==> config.mk <==
export PLATFORM = sky130hd
export DESIGN_NAME = dual_uart_hostif
export DESIGN_NICKNAME = d
export VERILOG_FILES = /design/src/rtl/hostif_pkg.sv /design/src/rtl/hostif_rst_qual.sv /design/src/rtl/hostif_cs_decode.sv /design/src/rtl/hostif_regbank.sv /design/src/rtl/dual_uart_hostif.sv
export SDC_FILE = /design/constraint.sdc
export NUM_CORES = 1
export LEC_CHECK = 0
export ABC_AREA = 1
export BUFFER_PORTS_ARGS = -buffer_cell sky130_fd_sc_hd__buf_2
export CAP_MARGIN = 5
export CORE_MARGIN = 1
export CORE_UTILIZATION = 25
export CTS_BUF_LIST = sky130_fd_sc_hd__clkbuf_2
export CTS_CLUSTER_DIAMETER = 200
export DETAILED_ROUTE_END_ITERATION = 8
export PLACE_DENSITY = 0.46
export SLEW_MARGIN = 20
export SYNTH_ARGS = -nofsm -noshare
export SYNTH_HDL_FRONTEND = slang
export SYNTH_SLANG_ARGS = --single-unit
==> constraint.sdc <==
create_clock -name clk -period 2.1 [get_ports clk]
set_clock_uncertainty 0.15 [all_clocks]
set_input_delay 0.63 -clock clk [delete_from_list [all_inputs] [get_ports clk]]
set_output_delay 0.63 -clock clk [all_outputs]
set_load 0.005 [all_outputs]
==> src/rtl/hostif_pkg.sv <==
// Package: shared constants and the bus mode type for the host front end.
// Assumes 8-bit registers and a 3-bit register offset.
package hostif_pkg;

    typedef enum logic {
        MODE_ADDR_SEL = 1'b0,
        MODE_DUAL_SEL = 1'b1
    } bus_mode_e;

    localparam int DATA_W = 8;
    localparam int OFS_W  = 3;

    localparam logic [OFS_W-1:0] OFS_DIV_LO  = 3'd0;
    localparam logic [OFS_W-1:0] OFS_DIV_HI  = 3'd1;
    localparam logic [OFS_W-1:0] OFS_LINE    = 3'd3;
    localparam logic [OFS_W-1:0] OFS_SCRATCH = 3'd7;

    localparam int DIV_ACCESS_BIT = 7;

    localparam logic [DATA_W-1:0] DEV_CODE = 8'h0A;
    localparam logic [DATA_W-1:0] REV_CODE = 8'h01;

    localparam logic [DATA_W-1:0] RST_LINE    = 8'h00;
    localparam logic [DATA_W-1:0] RST_SCRATCH = 8'hFF;
    localparam logic [DATA_W-1:0] RST_DIV_LO  = 8'h01;
    localparam logic [DATA_W-1:0] RST_DIV_HI  = 8'h00;

endpackage

==> src/rtl/hostif_rst_qual.sv <==
// Module: reset qualifier. It drives core_rst_n low only after rst_in_n has
// been sampled low on HOLD_CYC consecutive edges, and releases it on the
// first high sample. Assumes the FPGA-style power-up values below and starts
// in reset.
module hostif_rst_qual #(
    parameter int HOLD_CYC = 6
) (
    input  logic clk,
    input  logic rst_in_n,
    output logic core_rst_n
);
    localparam int CW = $clog2(HOLD_CYC + 1);

    logic [CW-1:0] low_cnt = '0;
    logic          rst_q   = 1'b0;

    // Count consecutive low samples, saturating at the hold length.
    always_ff @(posedge clk) begin
        if (rst_in_n)
            low_cnt <= '0;
        else if (low_cnt != CW'(HOLD_CYC))
            low_cnt <= low_cnt + 1'b1;
    end

    // Enter reset on the edge that completes the hold window.
    always_ff @(posedge clk) begin
        rst_q <= !(!rst_in_n && (low_cnt >= CW'(HOLD_CYC - 1)));
    end

    assign core_rst_n = rst_q;

    AST_RST_NEEDS_LOW: assert property (@(posedge clk)
        $fell(core_rst_n) |-> !rst_in_n);

endmodule

==> src/rtl/hostif_cs_decode.sv <==
// Module: chip-select decode. Turns the two active-low selects and address
// bit 3 into a per-channel select vector for the latched bus mode.
// Assumes mode is stable outside reset.
module hostif_cs_decode
    import hostif_pkg::*;
#(
    parameter int NUM_CH = 2
) (
    input  logic              clk,
    input  logic              rst_n,
    input  bus_mode_e         mode,
    input  logic              sel_a_n,
    input  logic              sel_b_n,
    input  logic              addr_hi,
    output logic [NUM_CH-1:0] ch_sel
);
    // Select channels according to the active decode scheme.
    always_comb begin
        ch_sel = '0;
        if (mode == MODE_DUAL_SEL) begin
            ch_sel[0] = !sel_a_n;
            ch_sel[1] = !sel_b_n;
        end else begin
            ch_sel[0] = !sel_a_n && !addr_hi;
            ch_sel[1] = !sel_a_n &&  addr_hi;
        end
    end

    AST_ADDR_MODE_EXCL: assert property (@(posedge clk) disable iff (!rst_n)
        (mode == MODE_ADDR_SEL) |-> $onehot0(ch_sel));

endmodule

==> src/rtl/hostif_regbank.sv <==
// Module: one channel's register bank (line control, divisor pair, scratch).
// It writes on wr_hit and gives a combinational read value for the offset.
// Assumes rst_n is the qualified synchronous reset.
module hostif_regbank
    import hostif_pkg::*;
(
    input  logic              clk,
    input  logic              rst_n,
    input  logic              wr_hit,
    input  logic [OFS_W-1:0]  offset,
    input  logic [DATA_W-1:0] wdata,
    output logic [DATA_W-1:0] rd_val
);
    logic [DATA_W-1:0] line_q, scratch_q, div_lo_q, div_hi_q;
    logic              div_access;
    logic              id_active;

    assign div_access = line_q[DIV_ACCESS_BIT];
    assign id_active  = (div_lo_q == '0) && (div_hi_q == '0);

    // Register updates: reset defaults, otherwise decoded writes.
    always_ff @(posedge clk) begin
        if (!rst_n) begin
            line_q    <= RST_LINE;
            scratch_q <= RST_SCRATCH;
            div_lo_q  <= RST_DIV_LO;
            div_hi_q  <= RST_DIV_HI;
        end else if (wr_hit) begin
            case (offset)
                OFS_LINE:    line_q    <= wdata;
                OFS_SCRATCH: scratch_q <= wdata;
                OFS_DIV_LO:  if (div_access) div_lo_q <= wdata;
                OFS_DIV_HI:  if (div_access) div_hi_q <= wdata;
                default: ;
            endcase
        end
    end

    // Read mux, with the identification codes over zeroed divisors.
    always_comb begin
        rd_val = '0;
        case (offset)
            OFS_LINE:    rd_val = line_q;
            OFS_SCRATCH: rd_val = scratch_q;
            OFS_DIV_LO:  if (div_access) rd_val = id_active ? REV_CODE : div_lo_q;
            OFS_DIV_HI:  if (div_access) rd_val = id_active ? DEV_CODE : div_hi_q;
            default:     rd_val = '0;
        endcase
    end

    AST_DIV_LOCKED: assert property (@(posedge clk) disable iff (!rst_n)
        !div_access |=> ($stable(div_lo_q) && $stable(div_hi_q)));
    AST_SCRATCH_HOLD: assert property (@(posedge clk) disable iff (!rst_n)
        (!wr_hit || offset != OFS_SCRATCH) |=> $stable(scratch_q));
    AST_RESET_SCRATCH: assert property (@(posedge clk)
        !rst_n |=> (scratch_q == RST_SCRATCH));

endmodule

==> src/rtl/dual_uart_hostif.sv <==
// Module: top of the two-channel host register front end. It qualifies reset,
// latches the bus mode during reset, decodes the selects, holds one register
// bank per channel and registers the read result.
// Assumes synchronous strobes sampled on the rising edge of clk.
module dual_uart_hostif
    import hostif_pkg::*;
#(
    parameter int RST_HOLD_CYC = 6
) (
    input  logic              clk,
    input  logic              rst_in_n,
    input  logic              bus_mode_i,
    input  logic              sel_a_n,
    input  logic              sel_b_n,
    input  logic [3:0]        addr_i,
    input  logic              wr_en_i,
    input  logic              rd_en_i,
    input  logic [DATA_W-1:0] wdata_i,
    output logic [DATA_W-1:0] rdata_o,
    output logic              rvalid_o
);
    localparam int NUM_CH = 2;

    logic                          core_rst_n;
    bus_mode_e                     mode_q;
    logic [NUM_CH-1:0]             ch_sel;
    logic [NUM_CH-1:0][DATA_W-1:0] bank_rd;
    logic                          one_sel;

    hostif_rst_qual #(.HOLD_CYC(RST_HOLD_CYC)) u_rst_qual (
        .clk        (clk),
        .rst_in_n   (rst_in_n),
        .core_rst_n (core_rst_n)
    );

    // Capture the bus mode only while the internal reset is active.
    always_ff @(posedge clk) begin
        if (!core_rst_n)
            mode_q <= bus_mode_e'(bus_mode_i);
    end

    hostif_cs_decode #(.NUM_CH(NUM_CH)) u_decode (
        .clk     (clk),
        .rst_n   (core_rst_n),
        .mode    (mode_q),
        .sel_a_n (sel_a_n),
        .sel_b_n (sel_b_n),
        .addr_hi (addr_i[3]),
        .ch_sel  (ch_sel)
    );

    for (genvar ch = 0; ch < NUM_CH; ch++) begin : g_bank
        hostif_regbank u_bank (
            .clk    (clk),
            .rst_n  (core_rst_n),
            .wr_hit (wr_en_i && ch_sel[ch]),
            .offset (addr_i[OFS_W-1:0]),
            .wdata  (wdata_i),
            .rd_val (bank_rd[ch])
        );
    end

    assign one_sel = $onehot(ch_sel);

    // Register the read result when exactly one channel is addressed.
    always_ff @(posedge clk) begin
        if (!core_rst_n || !(rd_en_i && one_sel)) begin
            rdata_o  <= '0;
            rvalid_o <= 1'b0;
        end else begin
            rdata_o  <= ch_sel[0] ? bank_rd[0] : bank_rd[1];
            rvalid_o <= 1'b1;
        end
    end

    AST_VALID_AFTER_READ: assert property (@(posedge clk) disable iff (!core_rst_n)
        rvalid_o |-> $past(rd_en_i));
    AST_QUIET_DATA: assert property (@(posedge clk) disable iff (!core_rst_n)
        !rvalid_o |-> (rdata_o == '0));
    AST_MODE_FROZEN: assert property (@(posedge clk) disable iff (!core_rst_n)
        $past(core_rst_n) |-> $stable(mode_q));

endmodule

# Word-level counts from Yosys, hierarchy flattened
# Cells that the tools add are included.
classes:
  eq_ne: 5
  n_lt_le_gt_ge: 1
  reduce_logical: 29
  muxes: 13
  add_sub_neg: 2
ops:
  columns: ["cell", "count"]
  rows:
  - ["8-bit 2-to-1 mux", 9]
  - ["8-bit case mux with 4 select lines", 2]
  - ["8-bit zero test", 4]
  - ["3-bit AND reduction", 4]
  - ["1-bit logical AND", 8]
  - ["2-bit AND reduction", 4]
  - ["1-bit zero test", 7]
  - ["3-bit by 1-bit adder with 3-bit output (second input constant)", 1]
  - ["3-bit by 1-bit == test with 1-bit output (second input constant)", 1]
  - ["3-bit by 2-bit == test with 1-bit output (second input constant)", 1]
  - ["3-bit == test (second input constant)", 1]
  - ["3-bit >= comparator (second input constant)", 1]
  - ["3-bit zero test", 1]
  - ["3-bit != test (second input constant)", 1]
  - ["1-bit by 1-bit adder with 2-bit output", 1]
  - ["2-bit by 1-bit == test with 1-bit output (second input constant)", 1]
  - ["2-bit 2-to-1 mux", 1]
  - ["1-bit logical OR", 1]
  - ["1-bit 2-to-1 mux", 1]
word_totals:
  input_bits: 19
  regBits: 78
  out_inout_bits: 9

# Depth between registers and ports, before layout
depth:
  depth_word: 9
  ltp_mapped: 9
  ltp_nobuf: 9

# Hierarchy
# A second synthesis with hierarchy kept.
hier_totals:
  hier_cells: 491
  area_unflattened_um2: 3577.2
modules_own_cells:
  columns: ["module", "area_per_inst_um2", "seq_area_each_um2", "n_inst", "cells_per_inst"]
  rows:
  - ["hostif_regbank", 1465.2, 640.6, 2, 202]
  - ["dual_uart_hostif", 416.6, 210.2, 1, 56]
  - ["hostif_rst_qual", 192.7, 80.1, 1, 24]
  - ["hostif_cs_decode", 37.5, 0.0, 1, 7]

# Least setup slack after synthesis
# OpenSTA, ideal clock, no wires.
synth_timing:
  path_kind: "input-to-reg"
  startpoint: "input addr_i[1]"
  endpoint: "register g_bank[1].u_bank.div_hi_q[1]"
  arrival_time_ns: 1.430
  required_time_ns: 1.831
  slack_ns: 0.400
  path_stages: 7
  setup_time_ns: 0.119
  path_cell_list: "nor2_4 nand2_2 nor2_4 nand3_2 buf_6 o21ai_0 a21oi_1"
synth_via:
  elab_chain_cells: 2
synth_rtl:
  columns: ["item", "line", "rtl"]
  rows:
  - ["start: declaration", "dual_uart_hostif.sv:15", "input logic [3:0] addr_i,"]
  - ["3-bit by 1-bit == test with 1-bit output", "hostif_regbank.sv:29", "case (offset)"]
  - ["3-bit AND reduction (no source line)", null, null]
  - ["end signal: assignment", "hostif_regbank.sv:33", "OFS_DIV_HI: if (div_access) div_hi_q <= wdata;"]
  - ["end: declaration", "hostif_regbank.sv:14", "logic [DATA_W-1:0] line_q, scratch_q, div_lo_q, div_hi_q;"]
# No other way between the ends.
# A chain may end at the register's enable or synchronous reset.

# Worst setup path in the final report
layout_timing:
  startpoint: "register rdata_o[1]"
  endpoint: "output rdata_o[1]"
layout_rtl:
  columns: ["item", "line", "rtl"]
  rows:
  - ["start: declaration", "dual_uart_hostif.sv:19", "output logic [DATA_W-1:0] rdata_o,"]
  - ["start signal: assignment", "dual_uart_hostif.sv:71", "rdata_o <= ch_sel[0] ? bank_rd[0] : bank_rd[1];"]
# No word-level cell between the ends.

==> impl_metrics.ini <==
[setup_path]
arrival_ns = 1.05
path_class = reg -> out
worst-path-stages = 1
max_stage_delay_ns = 0.40
path_cells = buf_2
r2r_cells = 8
worstPathMaxFanout = 1
critPathLaunchType = flop
cp_slowest_cell = dfxtp_1
path_buf_inv = 1
critPathTopFamily = flip-flops
cp.required_ns = 1.32
crit_path_end_kind = primary output

[synth]
synth_nets = 508
synth_top_cells_by_count = nor2_1 (107), nand2_1 (97), dfxtp_1 (77), o21ai_0 (61), a21oi_1 (34)
yosysTopAreaCellShare_pct = 44.8
synth_cell_types = 26
synth_top_area_cell = dfxtp_1
ys_async_sr_fraction_pct = 0
syn_area_um2 = 3440
syn_inst = 486
ys_warn_count = 0
syn_avg_cell_area_um2 = 7.07
synth.area.top_cells = dfxtp_1 (45%), nor2_1 (12%), nand2_1 (11%)
synth_seq_cells = 78
synth_most_common_cell = nor2_1
synth_ff_type = dfxtp_1
synth_edf_count = 1
yosysSeqAreaShare_pct = 45.7

[die]
core_area_um2 = 13300
die_h_um = 119
io_pins = 28
start_util_pct = 25.7
die_x_um = 119
rows = 42
die-area_um2 = 14200

[finish]
multi_input_area_um2 = 1650
drive_gt1_share_pct = 14.7
nFillCells = 1505
final_util_pct = 29.7
regArea_um2 = 1570
diodes = 0
fin_nets = 548
syn_to_final_growth_pct = 15.4

[clock_network]
cts_hold_buf = 0
clock-root-buffer = clkbuf_2
h-tree-depth = 3
cts_setup_buffers = 0
clkLatencyLatePin_ns = 0.53
cts_sinks = 78
cts_buffers = 9
cts_resized = 0
cts_tree = done
clk_pin_slew_worst_paths_ns = 0.21
cts_buffer_depth = 2

[timing]
min_period_ns = 1.83
rsz0062_at_grt = false
hold_violations = 0
slew_headroom_pct = 66.6
setup_viol = 0
finalCritPeriodShare_pct = 87.2
worst_slew_pin_slew_ns = 0.500
slew_viol_final = 0
max_freq_mhz = 546
tns_ns = 0

[power]
leakagePower_uw = 0.00178
vdd_ir_drop_max_v = 0.000297
powerDensity_nw_per_um2 = 1010

[place]
gp_congestion = 0.818
hpwlAfterDp_um = 7280
io_buffer_count = 27

[global_routing]
track_usage_pct = 15.2
grt_first_pass_wirelength_um = 16300
antenna_found_initial = 0
gr-total-overflow = 0
grt_max_degree = 57
grt_pass1_vias = 2977

[detailed_routing]
via_count = 3196
drt_iter0_drc = 312
vias_per_cell = 4.52
routed_wl_um = 10200
wire_per_inst_um = 14.4
drc_errors = 0
drt-pass1-iter-count = 5
ant_nets = 0

[outcome]
status = finished clean

[run]
cap_violations = 0

[hold_path]
hold_depth = 2
hp-class = in -> reg
power by group:
group	internal, µW	leakage [µW]	switching [µW]
Sequential	1950	0.000650	288
Combinational	355	0.00106	504
Clock	375	0.0000735	524
Total	2680	0.00178	1320
cell families (layout without fill, tap and decap cells):
logic type / Yosys count / count (layout) / synth area share [%]
adders and majority gates: 3 / 3 / 1.09
and+or+nand+nor: 250 / 250 / 31.2
xor gates and xnor gates: 1 / 1 / 0.255
AOI/OAI and AO/OA: 102 / 102 / 15.4
buffers and inverters: 52 / 97 / 6.26
DFF: 78 / 78 / 45.7
state kept, by name, indices dropped and copies added, names as in the netlist:
register,count
g_bank.u_bank.div_hi_q,16
g_bank.u_bank.div_lo_q,16
g_bank.u_bank.line_q,16
g_bank.u_bank.scratch_q,16
mode_q,1
rdata_o,8
rvalid_o,1
u_rst_qual.core_rst_n,1
u_rst_qual.low_cnt,3
area by class of cell:
type	instances	share of cell area (%)
multi-input cells	356	41.6
flip-flops and latches	78	39.6
repair buffers	40	6.18
clock buffers	9	1.14
well taps	176	5.55
clock inverters	7	1.99
inverters	41	3.88
through the flow:
stage | setup slack (ns) | hold WS (ns) | total power, µW | cells | cell area [µm²]
final | 0.269 | 0.121 | 3990 | 707 | 3970
after global routing | 0.175 | 0.0344 | 4290 | 707 | 3970
after CTS | 0.211 | 0.0533 | 4040 | 707 | 3970
after detailed placement | 0.0579 | 0.300 | 3120 | 691 | 3840
after global placement | 0.0994 | 0.296 | 3110 | 691 | 3840
after floorplan | 0.400 | 0.271 | 2820 | 486 | 3440
layer usage:
metal | vias to the layer above | routed length (µm) | global-route usage (%)
li1 | 1649 | - | -
met5 | - | 0 | 0
met1 | 1448 | 5060 | 21.5
met3 | 6 | 603 | 4.36
met4 | 0 | 119 | 4.11
met2 | 93 | 4390 | 22.2
final timing paths:
kind	to	startpoint	slack, ns
worst max-delay path	rdata_o[1]	rdata_o[1]	0.27
worst min-delay path	u_rst_qual.low_cnt[2]	rst_in_n	0.12
worst max register to register	g_bank[1].u_bank.scratch_q[2]	mode_q	0.32
worst min register to register	u_rst_qual.core_rst_n	u_rst_qual.low_cnt[2]	0.33
placed cells by master, fill, tap and decap left out, types with 4 or more instances in the layout:
| master | instances |
|---|---|
| o21ai_0 | 61 |
| clkbuf_2 | 9 |
| buf_2 | 27 |
| nand4_1 | 4 |
| nand3_1 | 23 |
| nand2_1 | 97 |
| dfxtp_1 | 77 |
| buf_4 | 12 |
| nor2_1 | 107 |
| inv_2 | 9 |
| nor2_4 | 9 |
| inv_1 | 31 |
| a21oi_1 | 34 |
| nand2_2 | 4 |
| clkinv_1 | 6 |
Note: power is estimated with default switching activity, not from simulation.
